===== src/rtl/win_pkg.sv =====
package win_pkg;
    typedef enum logic [1:0] {
        PH_IDLE = 2'd0,
        PH_HDR  = 2'd1,
        PH_PIX  = 2'd2
    } phase_e;

    localparam logic [7:0] CMD_COL_RANGE = 8'h2A;
    localparam logic [7:0] CMD_ROW_RANGE = 8'h2B;
    localparam logic [7:0] CMD_MEM_WRITE = 8'h2C;
    localparam int         HDR_BYTES     = 11;
endpackage


===== src/rtl/win_coord_calc.sv =====
module win_coord_calc #(
    parameter int COORD_W = 16,
    parameter int COL_OFS = 0,
    parameter int ROW_OFS = 0,
    parameter int PANEL_W = 240,
    parameter int PANEL_H = 320,
    parameter int CNT_W   = 2 * COORD_W + 2
) (
    input  logic               blank,
    input  logic [COORD_W-1:0] col_first,
    input  logic [COORD_W-1:0] col_last,
    input  logic [COORD_W-1:0] row_first,
    input  logic [COORD_W-1:0] row_last,
    output logic [COORD_W-1:0] xs,
    output logic [COORD_W-1:0] xe,
    output logic [COORD_W-1:0] ys,
    output logic [COORD_W-1:0] ye,
    output logic [CNT_W-1:0]   nbytes
);
    logic [COORD_W-1:0] cf, cl, rf, rl;
    logic [COORD_W:0]   ncols, nrows;

    always_comb begin
        if (blank) begin
            cf = '0;
            cl = COORD_W'(PANEL_W - 1);
            rf = '0;
            rl = COORD_W'(PANEL_H - 1);
        end else begin
            cf = col_first;
            cl = col_last;
            rf = row_first;
            rl = row_last;
        end
        xs = cf + COORD_W'(COL_OFS);
        xe = cl + COORD_W'(COL_OFS);
        ys = rf + COORD_W'(ROW_OFS);
        ye = rl + COORD_W'(ROW_OFS);
        ncols  = {1'b0, cl} - {1'b0, cf} + 1'b1;
        nrows  = {1'b0, rl} - {1'b0, rf} + 1'b1;
        nbytes = (CNT_W'(ncols) * CNT_W'(nrows)) << 1;
    end
endmodule


===== src/rtl/win_hdr_sel.sv =====
module win_hdr_sel
    import win_pkg::*;
#(
    parameter int COORD_W = 16
) (
    input  logic [3:0]         idx,
    input  logic [COORD_W-1:0] xs,
    input  logic [COORD_W-1:0] xe,
    input  logic [COORD_W-1:0] ys,
    input  logic [COORD_W-1:0] ye,
    output logic [7:0]         hdr_byte,
    output logic               hdr_is_cmd
);
    logic [15:0] xs16, xe16, ys16, ye16;

    always_comb begin
        xs16 = 16'(xs);
        xe16 = 16'(xe);
        ys16 = 16'(ys);
        ye16 = 16'(ye);
        hdr_is_cmd = 1'b0;
        case (idx)
            4'd0:    begin hdr_byte = CMD_COL_RANGE; hdr_is_cmd = 1'b1; end
            4'd1:    hdr_byte = xs16[15:8];
            4'd2:    hdr_byte = xs16[7:0];
            4'd3:    hdr_byte = xe16[15:8];
            4'd4:    hdr_byte = xe16[7:0];
            4'd5:    begin hdr_byte = CMD_ROW_RANGE; hdr_is_cmd = 1'b1; end
            4'd6:    hdr_byte = ys16[15:8];
            4'd7:    hdr_byte = ys16[7:0];
            4'd8:    hdr_byte = ye16[15:8];
            4'd9:    hdr_byte = ye16[7:0];
            default: begin hdr_byte = CMD_MEM_WRITE; hdr_is_cmd = 1'b1; end
        endcase
    end
endmodule


===== src/rtl/win_update_seq.sv =====
module win_update_seq
    import win_pkg::*;
#(
    parameter int COORD_W = 16,
    parameter int COL_OFS = 0,
    parameter int ROW_OFS = 0,
    parameter int PANEL_W = 240,
    parameter int PANEL_H = 320
) (
    input  logic               clk,
    input  logic               rst_n,
    input  logic               req_valid,
    input  logic               req_blank,
    input  logic [COORD_W-1:0] req_col_first,
    input  logic [COORD_W-1:0] req_col_last,
    input  logic [COORD_W-1:0] req_row_first,
    input  logic [COORD_W-1:0] req_row_last,
    output logic               busy,
    input  logic               pix_valid,
    input  logic [7:0]         pix_data,
    output logic               pix_ready,
    output logic               out_valid,
    output logic [7:0]         out_data,
    output logic               out_dc,
    input  logic               out_ready
);
    localparam int         CNT_W    = 2 * COORD_W + 2;
    localparam logic [3:0] HDR_LAST = 4'(HDR_BYTES - 1);

    typedef struct packed {
        phase_e             phase;
        logic [3:0]         idx;
        logic [CNT_W-1:0]   remain;
        logic               blank;
        logic [COORD_W-1:0] xs;
        logic [COORD_W-1:0] xe;
        logic [COORD_W-1:0] ys;
        logic [COORD_W-1:0] ye;
    } seq_t;

    seq_t st_d, st_q;

    logic [COORD_W-1:0] c_xs, c_xe, c_ys, c_ye;
    logic [CNT_W-1:0]   c_nbytes;
    logic [7:0]         hdr_byte;
    logic               hdr_is_cmd;
    logic               fire;

    win_coord_calc #(
        .COORD_W(COORD_W), .COL_OFS(COL_OFS), .ROW_OFS(ROW_OFS),
        .PANEL_W(PANEL_W), .PANEL_H(PANEL_H), .CNT_W(CNT_W)
    ) u_calc (
        .blank    (req_blank),
        .col_first(req_col_first),
        .col_last (req_col_last),
        .row_first(req_row_first),
        .row_last (req_row_last),
        .xs       (c_xs),
        .xe       (c_xe),
        .ys       (c_ys),
        .ye       (c_ye),
        .nbytes   (c_nbytes)
    );

    win_hdr_sel #(.COORD_W(COORD_W)) u_hdr (
        .idx       (st_q.idx),
        .xs        (st_q.xs),
        .xe        (st_q.xe),
        .ys        (st_q.ys),
        .ye        (st_q.ye),
        .hdr_byte  (hdr_byte),
        .hdr_is_cmd(hdr_is_cmd)
    );

    always_comb begin
        st_d      = st_q;
        out_valid = 1'b0;
        out_data  = 8'h00;
        out_dc    = 1'b0;
        pix_ready = 1'b0;
        fire      = 1'b0;
        case (st_q.phase)
            PH_IDLE: begin
                if (req_valid) begin
                    st_d.phase  = PH_HDR;
                    st_d.idx    = '0;
                    st_d.remain = c_nbytes;
                    st_d.blank  = req_blank;
                    st_d.xs     = c_xs;
                    st_d.xe     = c_xe;
                    st_d.ys     = c_ys;
                    st_d.ye     = c_ye;
                end
            end
            PH_HDR: begin
                out_valid = 1'b1;
                out_data  = hdr_byte;
                out_dc    = ~hdr_is_cmd;
                if (out_ready) begin
                    if (st_q.idx == HDR_LAST) begin
                        st_d.phase = PH_PIX;
                    end else begin
                        st_d.idx = st_q.idx + 4'd1;
                    end
                end
            end
            PH_PIX: begin
                out_dc = 1'b1;
                if (st_q.blank) begin
                    out_valid = 1'b1;
                    out_data  = 8'h00;
                end else begin
                    out_valid = pix_valid;
                    out_data  = pix_data;
                    pix_ready = out_ready;
                end
                fire = out_valid && out_ready;
                if (fire) begin
                    st_d.remain = st_q.remain - 1'b1;
                    if (st_q.remain == CNT_W'(1)) begin
                        st_d.phase = PH_IDLE;
                    end
                end
            end
            default: st_d.phase = PH_IDLE;
        endcase
    end

    always_ff @(posedge clk or negedge rst_n) begin
        if (!rst_n) begin
            st_q <= '0;
        end else begin
            st_q <= st_d;
        end
    end

    assign busy = (st_q.phase != PH_IDLE);

    // acceptance from idle starts the column-range command next cycle
    p_accept_r2: assert property (@(posedge clk) disable iff (!rst_n)
        (!busy && req_valid) |=> (busy && out_valid && out_data == CMD_COL_RANGE && !out_dc));

    // a byte flagged as command is always one of the three commands
    p_cmd_codes_r6: assert property (@(posedge clk) disable iff (!rst_n)
        (out_valid && !out_dc) |->
        (out_data == CMD_COL_RANGE || out_data == CMD_ROW_RANGE || out_data == CMD_MEM_WRITE));

    // blanking emits zero bytes and never pulls pixels
    p_blank_zero_r7: assert property (@(posedge clk) disable iff (!rst_n)
        (st_q.phase == PH_PIX && st_q.blank) |-> (out_valid && out_data == 8'h00 && !pix_ready));

    // pixels are only drawn during an update
    p_pix_busy_r8: assert property (@(posedge clk) disable iff (!rst_n)
        pix_ready |-> busy);

    // a request while busy leaves the header position untouched
    p_ignore_r8: assert property (@(posedge clk) disable iff (!rst_n)
        (busy && req_valid && st_q.phase == PH_HDR && !out_ready) |=> $stable(st_q.idx));

    // an accepted pixel byte passes unchanged as data
    p_pix_pass_r9: assert property (@(posedge clk) disable iff (!rst_n)
        (pix_valid && pix_ready) |-> (out_valid && out_ready && out_dc && out_data == pix_data));

    // a stalled header byte holds its value and flag
    p_hold_r10: assert property (@(posedge clk) disable iff (!rst_n)
        (st_q.phase == PH_HDR && !out_ready) |=> (out_valid && $stable(out_data) && $stable(out_dc)));
endmodule


===== config.mk =====
export PLATFORM = sky130hd
export DESIGN_NAME = win_update_seq
export DESIGN_NICKNAME = d
export VERILOG_FILES = /design/src/rtl/win_pkg.sv /design/src/rtl/win_coord_calc.sv /design/src/rtl/win_hdr_sel.sv /design/src/rtl/win_update_seq.sv
export SDC_FILE = /design/constraint.sdc
export NUM_CORES = 1
export LEC_CHECK = 0
export ABC_AREA = 1
export CORE_UTILIZATION = 55
export CTS_CLUSTER_DIAMETER = 50
export DETAILED_ROUTE_END_ITERATION = 10
export DONT_BUFFER_PORTS = 1
export HOLD_SLACK_MARGIN = 0.06
export PLACE_DENSITY = 0.7
export SYNTH_ARGS = -nofsm -noshare
export SYNTH_HDL_FRONTEND = slang
export SYNTH_SLANG_ARGS = --single-unit

===== constraint.sdc =====
create_clock -name clk -period 2 [get_ports clk]
set_input_delay 0.2 -clock clk [delete_from_list [all_inputs] [get_ports clk]]
set_output_delay 0.2 -clock clk [all_outputs]
set_load 0.02 [all_outputs]

==> results of run 1 <==
[layout make-up]
type	count	area (sq um)
well taps	396	495
repair buffers	507	4460
multi-input cells	1720	15200
inverters	494	1940
flip-flops and latches	105	2630
fillers	1987	5900
clock buffers	9	225
clock inverters	7	83.8
[per-stage QoR]
step           worst slack [ns]  std cells
3_5_place_dp              -5.36       3128
6_report                  -5.01       3238
4_1_cts                   -4.73       3208
2_1_floorplan             -4.74       2383
3_3_place_gp              -5.34       3128
5_1_grt                   -5.23       3238
[per-layer routing]
layer	GRT usage (%)	routed length, microns	part of all wire, %
met1	49.8	24900	38
met2	68.2	31400	47
met3	4.73	5550	8.4
met4	17.9	4430	6.7
met5	0	0	0
[path summary, 6_finish.rpt]
path	from	end	slack, ns
setup / recovery	req_col_first[1]	st_q[85]	-5.01
hold / removal	rst_n	st_q[72]	-0.48
min in group clk	req_row_last[3]	st_q[3]	0.08
max in group asynchronous	rst_n	st_q[32]	2.28
setup reg to reg	st_q[67]	st_q[86]	-0.06
hold reg to reg	st_q[4]	st_q[4]	0.50
[cell families (layout without fill, tap and decap cells)]
family                     count (synthesis)  after routing  share of synthesized area, %
and+or+nand+nor                          960            960                          22.5
buffers and inverters                    558           1017                          12.2
adders and majority gates                400            400                          38.2
AOI/OAI and AO/OA                        333            333                          10.6
DFF                                      105            105                          15.0
xor gates and xnor gates                  27             27                          1.50
[cell usage in the layout, fill, tap and decap left out, drive strengths merged, types with 13 or more instances in the layout]
cell,count
nand2,566
buf,498
inv,488
nor2,256
fa,225
ha,175
o21ai,146
a21oi,122
dfrtp,105
nand3,66
or2,27
nand4,17
xor2,17
nor3,13
[what timing repair did]
action / in CTS / in global routing
pin swaps: 185 / 179
endpoints found under the hold margin: 114 / 105
resized for setup: 350 / 203
setup endpoints to repair: 40 / 49
setup buffers: 60 / 43
==> flow_metrics.py, run 1 <==
metrics = {
    "status": {
        "status": "complete, but fails checks",
        "violations": "hold timing, setup timing",
    },
    "synthesis": {
        "synth-seq-cells": 105,
        "synth.most_common_cell": "nand2_1",
        "syn_inst": 2383,
        "synth_area_sq_mm": 0.0175,
        "syn_nets": 2861,
        "netlist_top_cells_area": "fa_1, dfrtp_1, ha_1, nand2_1, inv_1",
        "synth_top_area_share_pct": 25.7,
        "synth_common_cells": "nand2_1, inv_1, nor2_1",
        "synth-edff-count": 0,
        "seq_area_frac_synth_pct": 15.0,
        "synth_largest_area_cell": "fa_1",
        "syn_area_per_cell_sq_um": 7.35,
        "synthArstFlopShare_pct": 100,
        "yosysWarnings": 0,
        "synth_cell_type_count": 59,
        "ys.flop_type": "dfrtp_1",
    },
    "critical_path": {
        "crit_type": "primary input to register",
        "arrival_ns": 7.26,
        "crit_buf_inv": 12,
        "critical_path_required_ns": 2.25,
        "worst-path-stages": 39,
        "max_stage_delay_ns": 0.54,
        "slowest_stage": "fa_1",
        "end_kind": "register",
        "cp-start-kind": "primary input",
        "reg2reg_depth": 8,
        "critPathTopFamily": "adder cells",
        "critPathMaxFanout": 4,
    },
    "sta": {
        "fin_hold_ws_ns": -0.479,
        "finalCriticalPeriod_ns": 7.01,
        "fin_crit_sh_pct": 351,
        "slew_violations": 0,
        "setup_ws_ns": -5.01,
        "finalSetupTns_ns": -136.48,
        "finalHoldViolations": 105,
        "clock.fmax_mhz": 143,
        "grt_setup_unrepaired": "true",
        "tightest_slew_ns": 0.533,
        "finalSetupViolCount": 40,
        "finalClockSkew_ns": 0.00503,
        "max_slew_margin_pct": 64.1,
    },
    "floorplan": {
        "initial_core_util_pct": 56.5,
        "dieArea_sq_mm": 0.0326,
        "io_pins": 90,
        "core_sq_mm": 0.0310,
        "dieWidth_microns": 180,
        "die_h_microns": 180,
        "num_rows": 64,
    },
    "min_path": {
        "hold_class": "primary input to asynchronous set/reset pin",
    },
    "global_routing": {
        "track_usage_pct": 39.5,
        "grt_pass1_vias": 19000,
        "overflow": 0,
        "grt_pass1_wl_microns": 100000,
        "antenna_found_initial": 0,
        "grt_max_degree": 106,
    },
    "final_layout": {
        "layout-drive-gt1-share_pct": 35.2,
        "fin_util_pct": 81.0,
        "fin_area_sq_mm": 0.0251,
        "area_growth_syn_to_layout_pct": 43.3,
        "regMostFlops": "st_q",
        "largest_reg_flops": 105,
        "reg.largest.list": "st_q x105",
        "antenna_cells": 0,
        "num-nets-final": 3315,
    },
    "routing": {
        "viasPerCell": 5.72,
        "drtIter0Drc": 1527,
        "first_pass_iters": 8,
        "drt_wl_total_microns": 66200,
        "route.detailed.drc": 0,
        "postRouteAntennaNets": 0,
        "dr_total_vias": 18500,
        "wl_per_cell_microns": 20.5,
    },
    "clock_tree": {
        "cts_buffers": 9,
        "cts.sink_count": 105,
        "cts_hold_buf": 9,
        "root_buffer": "clkbuf_16",
        "cts_htree_levels": 3,
        "cts_buffer_depth": 2,
        "cts_tree": "yes",
        "clk_latency_ns": 0.37,
        "clk_pin_slew_worst_paths_ns": 0.08,
    },
    "flow_run": {
        "maxCapViolCount": 0,
    },
    "placed_design": {
        "portBuffers": 0,
        "post_dp_cell_area_sq_mm": 0.0217,
        "gp_congestion": 1.03,
        "hpwl_microns": 48500,
    },
}
Power of run 1 is not shown: default switching activity piles up to over one toggle a cycle in this logic, so the estimate is an artifact.
==> inputs of run 2 (changes only) <==
Settings changed: PLACE_DENSITY 0.7 to not set, PLACE_DENSITY_LB_ADDON set to 0.15.
==> run 2 against run 1 <==
The flow still finishes with violations (hold timing, setup timing). Routed wire length is 6.9% lower. Sequential share of layout area rose by 0.20 points. Critical path depth fell by 3. Non-clock buffer count shrank 41. Global-route usage decreased by 1.3 points. Maximum frequency is 3.1% higher. Clock skew increased by 0.0022 ns. Critical endpoint is now st_q[88]. Highest routed layer is now met5.
==> flow_metrics.py, run 2 (synthesis results as in run 1) <==
metrics = {
    "status": {
        "status": "complete, but fails checks",
        "violations": "hold timing, setup timing",
    },
    "routing": {
        "viasPerCell": 5.54,
        "route.detailed.drc": 0,
        "wl_per_cell_microns": 19.3,
        "dr_total_vias": 17700,
        "drt_wl_total_microns": 61700,
        "first_pass_iters": 5,
        "drtIter0Drc": 1340,
        "postRouteAntennaNets": 0,
    },
    "clock_tree": {
        "cts_tree": "yes",
        "cts_buffer_depth": 2,
        "root_buffer": "clkbuf_16",
        "cts_htree_levels": 3,
        "cts_hold_buf": 11,
        "clk_latency_ns": 0.37,
        "clk_pin_slew_worst_paths_ns": 0.08,
        "cts_buffers": 9,
        "cts.sink_count": 105,
    },
    "final_layout": {
        "area_growth_syn_to_layout_pct": 40.4,
        "layout-drive-gt1-share_pct": 33.1,
        "reg.largest.list": "st_q x105",
        "regArea_sq_mm": 0.00263,
        "largest_reg_flops": 105,
        "final_cell_mix": "nand2_1, inv_1, buf_4",
        "antenna_cells": 0,
        "fin_util_pct": 79.4,
        "fillerInstances": 2127,
        "num-nets-final": 3275,
        "regMostFlops": "st_q",
        "final_common_cell": "nand2_1",
        "multi_input_area_sq_mm": 0.0152,
    },
    "critical_path": {
        "critPathMaxFanout": 35,
        "slowest_stage": "fa_2",
        "r2r-end": "st_q[95]",
        "max_stage_delay_ns": 0.56,
        "cp-start-kind": "primary input",
        "reg2reg_depth": 12,
        "cp-startpoint": "req_blank",
        "end_kind": "register",
        "reg2reg_from": "st_q[65]",
        "rrSetupSlack_ns": 0,
        "crit_top_cell": "nand2_1",
        "arrival_ns": 7.11,
        "crit_type": "primary input to register",
        "critical_path_required_ns": 2.30,
    },
    "floorplan": {
        "dieWidth_microns": 180,
        "io_pins": 90,
        "initial_core_util_pct": 56.5,
        "dieArea_sq_mm": 0.0326,
        "die_h_microns": 180,
        "num_rows": 64,
        "core_sq_mm": 0.0310,
    },
    "sta": {
        "finalClockSkew_ns": 0.00720,
        "setup_ws_ns": -4.81,
        "fin_hold_ws_ns": -0.477,
        "fin_crit_sh_pct": 340,
        "max_slew_margin_pct": 70.9,
        "slew_violations": 0,
        "clock.fmax_mhz": 147,
        "finalSetupTns_ns": -131.75,
        "finalHoldViolations": 105,
        "finalSetupViolCount": 40,
        "finalCriticalPeriod_ns": 6.81,
        "grt_setup_unrepaired": "true",
        "tightest_slew_ns": 0.432,
    },
    "global_routing": {
        "grt_pass1_vias": 18400,
        "grtUsageMet1_pct": 49.4,
        "grt_use_met3_pct": 4.91,
        "grt_pass1_wl_microns": 96400,
        "grt_max_degree": 106,
        "overflow": 0,
        "met2_usage_pct": 64.4,
        "grt.busiest_layer": "met2",
        "antenna_found_initial": 1,
        "track_usage_pct": 38.3,
    },
    "placed_design": {
        "hpwl_microns": 48000,
        "gp_congestion": 1.01,
        "place_ws_ns": -5.45,
        "portBuffers": 0,
    },
    "min_path": {
        "hold_class": "primary input to asynchronous set/reset pin",
    },
    "flow_run": {
        "maxCapViolCount": 0,
    },
}
## run 2: cell type report
cell class	count	area share (%)
Clock inverter	7	0.295
Inverter	494	7.93
Timing Repair inverter	1	0.0204
Multi-Input combinational cell	1720	61.6
Sequential cell	105	10.7
Tap cell	396	2.01
Timing Repair Buffer	466	16.5
Clock buffer	9	0.916
## run 2: through the flow
stage               instances  instance area [sq um]  hold WS, ns
floorplan                2383                  18300      -0.0956
global placement         3109                  21600      -0.0931
detailed placement       3109                  21600      -0.0930
CTS                      3184                  23900       -0.483
global route             3198                  24600       -0.486
finish                   3198                  24600       -0.477
## run 2: how the worst max path moves through the flow
stage,cells after the start,endpoint,slack (ns)
after floorplan,39,st_q[94],-4.74
after global placement,36,st_q[90],-5.36
after detailed placement,36,st_q[90],-5.45
after CTS,38,st_q[88],-4.66
after global routing,36,st_q[88],-5.05
final,36,st_q[88],-4.81
## run 2: per-layer routing
layer,vias to the layer above,share of wire [%]
met3,173,6.7
met5,-,0.018
met2,772,48
met1,8583,40
met4,2,4.9
li1,8189,-
## run 2: worst max-delay path, delay by kind of cell
kind | cells | cell delay (ns)
adder cells (fa/ha/maj) | 9 | 4.04
AND/OR/NAND/NOR | 14 | 1.57
AO/OA/AOI/OAI | 5 | 0.66
buffers and inverters | 8 | 0.56
## run 2: timing repair
action	4_1_cts	5_1_grt
setup buffers	53	17
cloned	1	1
gates resized for setup	360	134
pin swaps	156	112
setup endpoints to repair	40	49
hold endpoints to repair	116	105
Power of run 2 is left out for the same reason.
